--- src/rtl/sorter_pkg.sv ---
package sorter_pkg;

    // Direction in which the entries between the eviction point and the
    // insertion slot move during one update.
    typedef enum logic [1:0] {
        SHIFT_NONE = 2'd0,
        SHIFT_UP   = 2'd1,
        SHIFT_DOWN = 2'd2
    } shift_dir_e;

endpackage

--- src/rtl/ws_evict_pick.sv ---
module ws_evict_pick #(
    parameter int N  = 8,
    parameter int IW = (N > 1) ? $clog2(N) : 1
) (
    input  logic [N-1:0][N-1:0] age_i,
    output logic [N-1:0]        rem_oh_o,
    output logic [IW-1:0]       rem_idx_o
);

    // The oldest entry is the one whose one-hot tag has its top bit set.
    always_comb begin
        rem_idx_o = '0;
        for (int i = 0; i < N; i++) begin
            rem_oh_o[i] = age_i[i][N-1];
            if (age_i[i][N-1]) begin
                rem_idx_o = IW'(i);
            end
        end
    end

endmodule

--- src/rtl/ws_slot_locate.sv ---
module ws_slot_locate
    import sorter_pkg::*;
#(
    parameter int W  = 16,
    parameter int N  = 8,
    parameter int IW = (N > 1) ? $clog2(N) : 1
) (
    input  logic [N-1:0][W-1:0] data_i,
    input  logic [W-1:0]        new_i,
    input  logic [IW-1:0]       rem_idx_i,
    output logic [N-1:0]        cmp_o,
    output logic [IW-1:0]       slot_idx_o,
    output shift_dir_e          dir_o
);

    logic [IW:0] edge_d;    // lowest index holding a 1, or N if none
    logic [IW:0] rem_ext_d;
    logic [IW:0] below_d;

    always_comb begin
        for (int i = 0; i < N; i++) begin
            cmp_o[i] = (data_i[i] >= new_i);
        end

        edge_d = (IW+1)'(N);
        for (int i = N - 1; i >= 0; i--) begin
            if (cmp_o[i]) begin
                edge_d = (IW+1)'(i);
            end
        end

        rem_ext_d = {1'b0, rem_idx_i};
        below_d   = edge_d - (IW+1)'(1);

        if (rem_ext_d >= edge_d) begin
            // Eviction at or above the edge: take the high-side slot.
            slot_idx_o = edge_d[IW-1:0];
            dir_o      = (rem_ext_d == edge_d) ? SHIFT_NONE : SHIFT_UP;
        end else begin
            // Eviction below the edge: take the low-side slot.
            slot_idx_o = below_d[IW-1:0];
            dir_o      = (rem_ext_d == below_d) ? SHIFT_NONE : SHIFT_DOWN;
        end
    end

endmodule

--- src/rtl/ws_shift_net.sv ---
module ws_shift_net
    import sorter_pkg::*;
#(
    parameter int W  = 16,
    parameter int N  = 8,
    parameter int IW = (N > 1) ? $clog2(N) : 1
) (
    input  logic [N-1:0][W-1:0] data_i,
    input  logic [N-1:0][N-1:0] age_i,
    input  logic [W-1:0]        new_i,
    input  logic [IW-1:0]       slot_idx_i,
    input  logic [IW-1:0]       rem_idx_i,
    input  shift_dir_e          dir_i,
    output logic [N-1:0][W-1:0] data_o,
    output logic [N-1:0][N-1:0] age_o
);

    localparam logic [N-1:0] AGE_ONE = N'(1);

    for (genvar g = 0; g < N; g++) begin : g_entry
        localparam int LO_SRC = (g > 0) ? g - 1 : 0;
        localparam int HI_SRC = (g < N - 1) ? g + 1 : N - 1;
        localparam logic [IW-1:0] GIDX = IW'(g);

        logic from_lo_d;
        logic from_hi_d;

        always_comb begin
            from_lo_d = (dir_i == SHIFT_UP)   && (GIDX > slot_idx_i) && (GIDX <= rem_idx_i);
            from_hi_d = (dir_i == SHIFT_DOWN) && (GIDX >= rem_idx_i) && (GIDX < slot_idx_i);

            if (GIDX == slot_idx_i) begin
                data_o[g] = new_i;
                age_o[g]  = AGE_ONE;
            end else if (from_lo_d) begin
                data_o[g] = data_i[LO_SRC];
                age_o[g]  = {age_i[LO_SRC][N-2:0], 1'b0};
            end else if (from_hi_d) begin
                data_o[g] = data_i[HI_SRC];
                age_o[g]  = {age_i[HI_SRC][N-2:0], 1'b0};
            end else begin
                data_o[g] = data_i[g];
                age_o[g]  = {age_i[g][N-2:0], 1'b0};
            end
        end
    end

endmodule

--- src/rtl/window_sorter.sv ---
module window_sorter
    import sorter_pkg::*;
#(
    parameter int W = 16,
    parameter int N = 8
) (
    input  logic           clk,
    input  logic           rst_n,
    input  logic           in_valid,
    input  logic [W-1:0]   in_data,
    output logic [N*W-1:0] sorted_o
);

    localparam int IW = (N > 1) ? $clog2(N) : 1;

    typedef struct packed {
        logic [N-1:0][W-1:0] data;
        logic [N-1:0][N-1:0] age;
    } win_state_t;

    win_state_t st_d, st_q;

    logic [N-1:0]        rem_oh;
    logic [IW-1:0]       rem_idx;
    logic [N-1:0]        cmp_vec;
    logic [IW-1:0]       slot_idx;
    shift_dir_e          dir;
    logic [N-1:0][W-1:0] nxt_data;
    logic [N-1:0][N-1:0] nxt_age;

    ws_evict_pick #(.N(N), .IW(IW)) u_evict (
        .age_i     (st_q.age),
        .rem_oh_o  (rem_oh),
        .rem_idx_o (rem_idx)
    );

    ws_slot_locate #(.W(W), .N(N), .IW(IW)) u_locate (
        .data_i     (st_q.data),
        .new_i      (in_data),
        .rem_idx_i  (rem_idx),
        .cmp_o      (cmp_vec),
        .slot_idx_o (slot_idx),
        .dir_o      (dir)
    );

    ws_shift_net #(.W(W), .N(N), .IW(IW)) u_shift (
        .data_i     (st_q.data),
        .age_i      (st_q.age),
        .new_i      (in_data),
        .slot_idx_i (slot_idx),
        .rem_idx_i  (rem_idx),
        .dir_i      (dir),
        .data_o     (nxt_data),
        .age_o      (nxt_age)
    );

    always_comb begin
        st_d = st_q;
        if (in_valid) begin
            st_d.data = nxt_data;
            st_d.age  = nxt_age;
        end
    end

    always_ff @(posedge clk or negedge rst_n) begin
        if (!rst_n) begin
            st_q.data <= '0;
            for (int i = 0; i < N; i++) begin
                st_q.age[i] <= N'(1) << i;
            end
        end else begin
            st_q <= st_d;
        end
    end

    assign sorted_o = st_q.data;

    // ---------------- assertions ----------------
    logic [N-1:0] age_union;
    always_comb begin
        age_union = '0;
        for (int i = 0; i < N; i++) begin
            age_union = age_union | st_q.age[i];
        end
    end

    for (genvar g = 0; g < N - 1; g++) begin : g_order_chk

        sorted_pair_chk: assert property (@(posedge clk) disable iff (!rst_n)
            st_q.data[g] <= st_q.data[g+1]);
    end

    for (genvar g = 0; g < N; g++) begin : g_age_chk

        age_onehot_chk: assert property (@(posedge clk) disable iff (!rst_n)
            $onehot(st_q.age[g]));
    end


    age_distinct_chk: assert property (@(posedge clk) disable iff (!rst_n)
        &age_union);


    idle_hold_chk: assert property (@(posedge clk) disable iff (!rst_n)
        !in_valid |=> $stable(st_q));


    evict_single_chk: assert property (@(posedge clk) disable iff (!rst_n)
        $onehot(rem_oh));


    new_lands_chk: assert property (@(posedge clk) disable iff (!rst_n)
        in_valid |=> (st_q.data[$past(slot_idx)] == $past(in_data))
                     && st_q.age[$past(slot_idx)][0]);


    top_slot_chk: assert property (@(posedge clk) disable iff (!rst_n)
        (in_valid && (cmp_vec == '0)) |-> (slot_idx == IW'(N - 1)));


    bottom_slot_chk: assert property (@(posedge clk) disable iff (!rst_n)
        (in_valid && (&cmp_vec)) |-> (slot_idx == '0));

endmodule

--- config.mk ---
export PLATFORM = sky130hd
export DESIGN_NAME = window_sorter
export DESIGN_NICKNAME = d
export VERILOG_FILES = /design/src/rtl/sorter_pkg.sv /design/src/rtl/ws_evict_pick.sv /design/src/rtl/ws_slot_locate.sv /design/src/rtl/ws_shift_net.sv /design/src/rtl/window_sorter.sv
export SDC_FILE = /design/constraint.sdc
export NUM_CORES = 1
export LEC_CHECK = 0
export BUFFER_PORTS_ARGS = -buffer_cell sky130_fd_sc_hd__buf_2
export CAP_MARGIN = 20
export CORE_MARGIN = 2
export CORE_UTILIZATION = 29
export DETAILED_ROUTE_END_ITERATION = 12
export PLACE_DENSITY = 0.49
export SKIP_LAST_GASP = 1
export SLEW_MARGIN = 20
export SYNTH_ARGS = -nofsm -noshare
export SYNTH_HDL_FRONTEND = slang
export SYNTH_SLANG_ARGS = --single-unit
--- constraint.sdc ---
create_clock -name clk -period 13.04 [get_ports clk]
set_clock_uncertainty 0.1 [all_clocks]
set_input_delay 2.608 -clock clk [delete_from_list [all_inputs] [get_ports clk]]
set_output_delay 2.608 -clock clk [all_outputs]
set_load 0.01 [all_outputs]
==> results by group <==
Outcome
  • Status: completed

Final layout
  • Fillcell total: 5300
  • Nets@finish: 1619
  • Most frequent cells in the layout: 195 x mux2i_1, 183 x dfrtp_1, 145 x buf_2
  • Syn-to-layout area delta: 7.38%
  • Share of cells above drive strength 1: 23.1%
  • Most common cell after layout, fill and taps aside: mux2i_1
  • Cell area after layout: 16000 µm²
  • Final design utilization: 31.4%
  • Ant diodes: 0

Worst setup path
  • Setup crit start: in_data[1]
  • Worst Setup EP: sorted_o[106]
  • CP cell instances: buf_2, inv_1, ha_1, o211ai_1, a21oi_1, o41ai_1, a221oi_1, nor3_1, a221oi_1, nor2_1, ha_1, o21ai_0, a21boi_0, nor2_1, a31oi_1, or3_1, nand2_1, nand2_2, a31o_2, mux2_2
  • Critical Path Stages: 20
  • Worst-path fanout max: 19
  • Data arrival, critical path: 9850 ps
  • Buf+Inv Stages, Crit Path: 2
  • FF-to-FF path depth: 18
  • Crit Path Category: in -> reg
  • R2R Setup Slk: 5760 ps
  • Critical path's top delay family: simple AND/OR/NAND/NOR gates
  • Reg2Reg Capture Point: sorted_o[106]
  • Worst R2R Start: sorted_o[33]
  • Worst path max stage delay: 870 ps
  • Worst setup SP type: input pin
  • Worst EP required: 13300 ps
  • Slowest-stage cell, CP: nand2_1
  • Critical Path End Type: flip-flop

Synth
  • Ys async rst share: 100%
  • #FFs+latches synth: 191
  • Netlist cell types: 76
  • Net Count, Synth: 1629
  • Synth Instances: 1478
  • Sequential fraction of the synthesis area: 32.1%
  • Mapped cell area: 14900 µm²
  • Syn Area/Cell: 10.1 µm²
  • Post-synth EDFFs: 0
  • Ys flop type: dfrtp_1
  • Yosys warnings: 0

Flow run
  • Max-Cap Viols: 0

Clocking
  • Num CTS Buffers: 17
  • Htree depth: 4
  • Clock insertion delay at the later pin of the skew report: 480 ps
  • Clock root buffer: clkbuf_16
  • CTS resizes: 0
  • CTS Hold Bufs: 0
  • CTS tree: built
  • Num Clock Sinks: 191
  • Setup Fix Bufs, Post-CTS: 0
  • Max clock buf depth: 2
  • Reg clk slew, reported paths: 70 ps

Min path
  • Worst hold path type: reg -> reg
  • Hold depth: 2

Die
  • Standard-cell rows: 83
  • Initial Utilization: 29.2%
  • Core ar.: 51100 µm²
  • Die Ht: 231 µm
  • Die X-Extent: 231 µm
  • Die area: 53400 µm²
  • I/O pins: 147

Timing
  • Slew margin rel.: 24.8%
  • Pins Over Slew Limit: 0
  • Min Clock Period, post-route: 9590 ps
  • Fin crit share: 73.6%
  • Final setup viols: 0
  • Fmax achieved: 0.104 GHz
  • Total Neg Setup Slack: 0 ps
  • Worst Tran Pin Value: 1130 ps
  • Final Hold Vio Count: 0
  • Unrepaired setup endpoints after global routing: false
  • Worst hold margin: 392 ps

GRT
  • GRT Total Usage: 19.1%
  • Global-route wire length before repair: 76800 µm
  • Grt total ovfl: 0
  • Pin count of the biggest net entering global routing: 89
  • Vias in the first global route: 11900
  • Antenna violations before repair: 0

Route
  • Detailed Routing Iterations Pass 1: 4
  • Via count: 11600
  • Via/cell ratio: 5.35
  • WL/cell: 23.4 µm
  • DRT Wirelength: 50500 µm
  • DR iter-0 viols: 799
  • # DRC: 0
  • Remaining antenna violation count after routing: 0

Place
  • Gpl congestion: 0.908
  • Placed instance area: 15400 µm²
  • PortBufs: 146
  • DP Wirelength: 38000 µm
-- layout make-up --
| cell class | instances | area (µm²) | area share [%] |
|---|---|---|---|
| clock buffers | 18 | 429 | 2.68 |
| clock inverters | 14 | 156 | 0.975 |
| inverters | 81 | 304 | 1.90 |
| multi-input cells | 1009 | 8590 | 53.5 |
| flip-flops and latches | 191 | 4790 | 29.9 |
| well taps | 680 | 851 | 5.30 |
| repair buffers | 168 | 925 | 5.76 |
-- per-stage QoR --
| step | worst slack, ps | std cells |
|---|---|---|
| floorplan | 4890 | 1478 |
| global placement | 3000 | 2128 |
| detailed placement | 2810 | 2128 |
| CTS | 3310 | 2160 |
| global route | 2890 | 2161 |
| finish | 3450 | 2161 |
-- state kept, by name (all words and copies together), names as in the netlist --
signal	cells
st_q	63
sorted_o	128
-- layer usage --
layer	vias to the layer above	track usage [%]	wire length [µm]	part of all wire [%]
li1	5352	-	-	-
met1	5861	24.7	22500	45
met2	268	31.5	24200	48
met3	71	3.73	2220	4.4
met4	0	6.67	1540	3.1
met5	-	0	0	0
-- Yosys cell counts, types with 18 or more instances --
cell type / count / area (µm²)
nor2_1: 49 / 184
a21oi_1: 57 / 285
mux2i_1: 195 / 1950
clkbuf_1: 43 / 161
o221ai_1: 23 / 201
buf_4: 128 / 961
nand2_1: 66 / 248
ha_1: 132 / 1650
o211ai_1: 18 / 135
mux2_4: 18 / 270
a211oi_1: 20 / 150
dfrtp_1: 183 / 4580
buf_2: 19 / 95.1
o21ai_0: 42 / 210
mux2_2: 87 / 980
nand3_1: 25 / 125
inv_1: 81 / 304
nor3_1: 34 / 170
-- how the worst min path moves through the flow --
| stage | from | to |
|---|---|---|
| finish | st_q[6] | st_q[6] |
| global route | st_q[9] | st_q[9] |
| CTS | st_q[6] | st_q[6] |
| detailed placement | st_q[6] | st_q[6] |
| global placement | st_q[6] | st_q[6] |
| floorplan | st_q[6] | st_q[6] |
-- cell families (layout without fill, tap and decap cells) --
group	Yosys count	after routing	synth area share (%)
adders and majority gates	132	132	11.1
AOI/OAI and AO/OA	327	327	16.2
DFF	191	191	32.1
xor gates and xnor gates	2	2	0.117
buffers and inverters	278	281	10.6
and+or+nand+nor	245	245	8.26
muxes	303	303	21.7
-- worst min-delay path: stages, from the launching register on --
cell	delay, ps
dfrtp_1	350
nand2_1	50
o31ai_1	60
Power is left out: the tool's default activity adds up to more than one toggle a clock period on the data nets, which glitch-free logic cannot reach.
